[src/rtl/bilbo_reg.sv]
module bilbo_reg #(
  parameter int W = 8,
  parameter logic [W-1:0] TAPS = 'hB8
) (
  input  logic         clk,
  input  logic         rst_n,
  input  logic [1:0]   mode,
  input  logic [W-1:0] par_in,
  input  logic         scan_in,
  output logic [W-1:0] par_out,
  output logic         scan_out
);
  localparam logic [1:0] M_SCAN = 2'b00;
  localparam logic [1:0] M_CLR  = 2'b01;
  localparam logic [1:0] M_SIG  = 2'b10;
  localparam logic [1:0] M_LOAD = 2'b11;

  logic [W-1:0] q;
  logic         fb;
  logic         head;

  assign fb       = ^(q & TAPS);
  assign head     = (mode == M_SCAN) ? scan_in : (par_in[0] ^ fb);
  assign par_out  = q;
  assign scan_out = q[W-1];

  always_ff @(posedge clk or negedge rst_n) begin
    if (!rst_n) begin
      q <= '0;
    end else begin
      case (mode)
        M_SCAN:  q <= {q[W-2:0], head};
        M_CLR:   q <= '0;
        M_SIG:   q <= {par_in[W-1:1] ^ q[W-2:0], head};
        default: q <= par_in;
      endcase
    end
  end

  a_r2_shift: assert property (@(posedge clk) disable iff (!rst_n)
    (mode == M_SCAN) |=> (par_out[0] == $past(scan_in)) && (par_out[W-1:1] == $past(par_out[W-2:0])));
  a_r3_serial_tail: assert property (@(posedge clk) disable iff (!rst_n)
    (mode == M_SCAN) |=> scan_out == $past(par_out[W-2]));
  a_r4_clear: assert property (@(posedge clk) disable iff (!rst_n)
    (mode == M_CLR) |=> par_out == '0);
  a_r5_sig_chain: assert property (@(posedge clk) disable iff (!rst_n)
    (mode == M_SIG) |=> par_out[W-1:1] == $past(par_in[W-1:1] ^ par_out[W-2:0]));
  a_r7_load: assert property (@(posedge clk) disable iff (!rst_n)
    (mode == M_LOAD) |=> par_out == $past(par_in));
  a_r8_zero_lock: assert property (@(posedge clk) disable iff (!rst_n)
    (mode == M_SIG && par_out == '0 && par_in == '0) |=> par_out == '0);
endmodule

[config.mk]
export PLATFORM = sky130hd
export DESIGN_NAME = bilbo_reg
export DESIGN_NICKNAME = d
export VERILOG_FILES = /design/src/rtl/bilbo_reg.sv
export SDC_FILE = /design/constraint.sdc
export NUM_CORES = 1
export LEC_CHECK = 0
export ABC_AREA = 0
export BUFFER_PORTS_ARGS = -buffer_cell sky130_fd_sc_hd__buf_2
export CAP_MARGIN = 25
export CORE_AREA = 2 2 39 41
export DETAILED_ROUTE_END_ITERATION = 16
export DIE_AREA = 0 0 41 43
export SLEW_MARGIN = 40
export SYNTH_ARGS = -nofsm -noshare
export SYNTH_HDL_FRONTEND = slang
export SYNTH_SLANG_ARGS = --single-unit
[constraint.sdc]
create_clock -name clk -period 3.46 [get_ports clk]
set_clock_uncertainty 0.1 [all_clocks]
set_input_delay 0.173 -clock clk [delete_from_list [all_inputs] [get_ports clk]]
set_output_delay 0.173 -clock clk [all_outputs]
set_load 0.01 [all_outputs]
**Word-level counts from Yosys, hierarchy flattened**

Index checks and enable logic that the tools add are counted.

- Input port bits: 13
- Bits in registers: 8
- Output and inout port bits: 9

- Bitwise gates (word level): 2
- Equal/unequal tests: 2
- Reduce and logical (&&, ||, !) cells: 2
- Multiplexer cells: 2

Operators by type and width:

| cell | number |
|---|---|
| $pmux W8 S3 | 1 |
| $reduce_xor A8 Y1 | 1 |
| $xor A7 B7 Y7 | 1 |
| $eq A2 B1 Y1 const B | 1 |
| $eq A2 B2 Y1 const B | 1 |
| $logic_not A2 Y1 | 1 |
| $mux W1 | 1 |
| $xor A1 B1 Y1 | 1 |

**Logic depth before layout (Yosys ltp)**

- Depth after elaboration: 4
- Mapped depth: 4
- Mapped depth without buffers: 4

**Worst setup path after synthesis**

Ideal clock, no wire load.

- Path type: flip-flop to flip-flop
- Start: register q[7] (netlist: par_out[7])
- End: register q[0] (netlist: par_out[0])
- Arrival: 990 ps
- Path slack: 2247 ps
- Clock period less this slack: 1213 ps
- Data required time: 3236 ps
- Buffers on the path: 0
- Cell stages (with the launch flop): 5
- Cell sequence: dfrtp_1 > xor2_1 > xnor2_1 > a21oi_1 > o21bai_1

- Word-level cells in the longest chain between the ends: 4

RTL lines:

| what | line | text |
|---|---|---|
| start: declaration | 18 | `logic [W-1:0] q;` |
| start signal: assignment | 32 | `M_SCAN: q <= {q[W-2:0], head};` |
| start signal: assignment | 34 | `M_SIG: q <= {par_in[W-1:1] ^ q[W-2:0], head};` |
| start signal: assignment | 35 | `default: q <= par_in;` |
| $reduce_xor A8 Y1 | 22 | `assign fb = ^(q & TAPS);` |
| $xor A1 B1 Y1 | 23 | `assign head = (mode == M_SCAN) ? scan_in : (par_in[0] ^ fb);` |
| $mux W1 | 23 |  |
| $pmux W8 S3 | 31 | `case (mode)` |

Every way passes these cells.

**Worst setup path after layout**

Ends and elaborated chain as after synthesis.

==> Flow_metrics.wiki <==
{| class="wikitable"
! Metric !! Value
|-
| Routed vias/inst || 4.35
|-
| Number of warnings reported in the yosys synthesis log || 0
|-
| Min cycle time layout || 1.25 ns
|-
| Number of cells on the worst hold path || 3
|-
| Cell family contributing the most delay on the critical path || flip-flops
|-
| Post-Route WL || 828 microns
|-
| Y dimension of the die || 43 microns
|-
| Static leakage || 0.280 nW
|-
| Type of element launching the critical path || flip-flop
|-
| Die Footprint || 1760 sq um
|-
| Max Root-Sink Buffers || 2
|-
| Final core utilization || 39.9%
|-
| Proportion of layout cells with a drive suffix above 1 || 37.5%
|-
| Detailed-route via count || 348
|-
| Number of synthesized register bits || 8
|-
| Crit path buffers/inverters || 0
|-
| Transition at the pin with the smallest max-transition slack || 0.195 ns
|-
| Via count of the first global-routing pass || 296
|-
| Top cells by count, synth || xnor2_1 (9), dfrtp_1 (8), nand2_1 (8), nor2b_1 (8), inv_1 (2)
|-
| Achievable clock frequency || 800 MHz
|-
| Drt first-iter violations || 2
|-
| Critical path data required time || 3.49 ns
|-
| Final Instance Count excl. Fillers || 80
|-
| Clk sinks || 8
|-
| Arrival time worst endpoint || 1.28 ns
|-
| Worst-path maximum fanout || 3
|-
| Clock tree from TritonCTS || yes
|-
| Syn Inst Count || 41
|-
| Clock buffers created by TritonCTS || 3
|-
| Global-route usage over all layers || 10.0%
|-
| Logic depth of the worst register-to-register path || 4
|-
| Final RePlAce weighted congestion || 0.689
|-
| Grt ovf || 0
|-
| Core Footprint || 1380 sq um
|-
| Wire length of the first global-routing pass || 1.14 mm
|-
| Main synth FF type || dfrtp_1
|-
| Final Instance Area || 552 sq um
|-
| Unrepaired setup endpoints after global routing || no
|-
| Flip-flop count of the largest register, all copies and words added || 8
|-
| Number of setup violations in the final report || 0
|-
| Instance area at placement || 519 sq um
|-
| Initial Util || 29.4%
|-
| Category of the worst setup path capture point || flip-flop
|-
| Clock root buffer || clkbuf_4
|-
| Max-cap violations || 0
|-
| Worst hold-check path type || in -> reg
|-
| Leading cell types by total area after synthesis || dfrtp_1 (49%), xnor2_1 (19%), nor2b_1 (12%)
|-
| Post-synthesis average cell area || 9.92 sq um
|-
| Design Power || 0.000257 W
|-
| Post-Place Cells || 76
|-
| Post CTS Setup Buffer Count || 0
|-
| Ratio of final minimum period to clock period || 36.1%
|-
| Number of design rule violations left after detail routing || 0
|-
| Status || complete, no violations
|-
| Number of flops mapped to enable cells by yosys || 0
|-
| DRT Pass-1 Iters || 3
|-
| Unique cell type count in the Yosys netlist || 11
|-
| Final routed wire length divided by cell count || 10.4 microns
|-
| Number of filler instances in the final layout || 135
|-
| Netlist area before placement || 407 sq um
|-
| Initial antenna violation count || 0
|-
| Area overhead of the layout relative to synthesis || 35.7%
|-
| Most frequent cell after synthesis || xnor2_1
|-
| Width of the chip || 41 microns
|-
| Count of H-tree levels built during CTS || 1
|-
| Cells along the critical path || xor2_1, xnor2_1, a21oi_1, o21bai_1
|-
| Cell type contributing the most total cell area after synthesis || dfrtp_1
|-
| Clock latency on the worst-skew pair || 0.24 ns
|-
| Cell row count || 14
|-
| Clk pin slew, worst setup/hold paths || 0.05 ns
|-
| Port Buffer Count || 21
|-
| Net count of the mapped netlist || 54
|-
| Largest net degree at the start of global routing || 11
|-
| Post-detailed-route count of antenna-violating nets || 0
|-
| Max-slew violation count || 0
|-
| Register area share after synthesis || 49.2%
|-
| Post-synth ARST share || 100%
|-
| Levels on crit path || 4
|-
| Synth top area share || 49.2%
|-
| Max IR drop VDD || 0.139 mV
|-
| Number of diodes || 0
|-
| Hold Vio Cnt, Final || 0
|-
| Layout net count || 79
|-
| Number of ports placed on the die boundary || 22
|-
| Standard cell with the maximum stage delay on the critical path || dfrtp_1
|-
| PwrDens || 467 nW/um^2
|-
| Setup CP Type || reg -> reg
|-
| Sum of negative setup slack || 0 ns
|-
| Stage delay of the slowest cell on the critical path || 0.40 ns
|-
| Worst slew margin relative to its limit || 86.9%
|}
## layout make-up
cell class                      count  area, sq um  area share [%]
Clock buffer                        3         22.5            4.08
Inverter                            2         7.51            1.36
Multi-Input combinational cell     29          186            33.8
Sequential cell                     8          200            36.3
Tap cell                           16         20.0            3.63
Timing Repair Buffer               22          115            20.9
## through the flow
| step | hold WS [ns] | setup slack [ns] |
|---|---|---|
| global route | 0.0846 | 2.10 |
| finish | 0.0912 | 2.21 |
| floorplan | -0.223 | 2.25 |
| CTS | 0.0896 | 2.20 |
| detailed placement | -0.0760 | 2.23 |
| global placement | -0.0737 | 2.25 |
## power breakdown
group          switching [W]  internal [W]
sequential        0.00000823      0.000107
combinational      0.0000357     0.0000377
clock              0.0000292     0.0000395
total              0.0000731      0.000184
## logic make-up (layout without fill, tap and decap cells)
logic type	after synthesis	count (layout)	synth area share, %
buffers and inverters	4	27	4.92
xor gates and xnor gates	10	10	21.5
DFF	8	8	49.2
and+or+nand+nor	16	16	19.7
AOI/OAI and AO/OA	3	3	4.62
## timing repair
action,CTS,global route
hold buffers,1,0
endpoints found under the hold margin,8,0
gates resized for setup,0,0
## layout by cell type (no fill, tap or decap)
master | netlist | layout
buf_2 | 1 | 21
xnor2_1 | 9 | 9
nor2b_1 | 8 | 8
nand2_1 | 8 | 8
dfrtp_1 | 8 | 8
clkbuf_4 | 0 | 3
inv_1 | 2 | 2
xor2_1 | 1 | 1
a31oi_1 | 1 | 1
a21oi_1 | 1 | 1
o21bai_1 | 1 | 1
dlygate4sd3_1 | 0 | 1
## routing by layer
| metal | global-route usage, % | vias to the layer above | routed length, microns |
|---|---|---|---|
| met5 | 0 | - | 0 |
| met2 | 13.8 | 12 | 393 |
| met1 | 12.3 | 165 | 393 |
| met3 | 3.14 | 0 | 40 |
| met4 | 8.00 | 0 | 0 |
| li1 | - | 171 | - |
## final timing paths
kind	start	end	slack, ns
setup / recovery	par_out[7]$_DFF_PN0_	par_out[0]$_DFF_PN0_	2.21
min in group asynchronous	rst_n	par_out[6]$_DFF_PN0_	0.20
max in group asynchronous	rst_n	par_out[2]$_DFF_PN0_	2.89
hold / removal	par_in[5]	par_out[5]$_DFF_PN0_	0.09
setup reg to reg	par_out[7]$_DFF_PN0_	par_out[0]$_DFF_PN0_	2.21
hold reg to reg	par_out[0]$_DFF_PN0_	par_out[1]$_DFF_PN0_	0.52
## worst reg2reg max path, delay by kind of cell, from the launching register on
family / cells / cell delay [ns]
flip-flops: 1 / 0.40
XOR/XNOR: 2 / 0.39
AO/OA/AOI/OAI: 2 / 0.24
(Power assumes the default switching activity.)
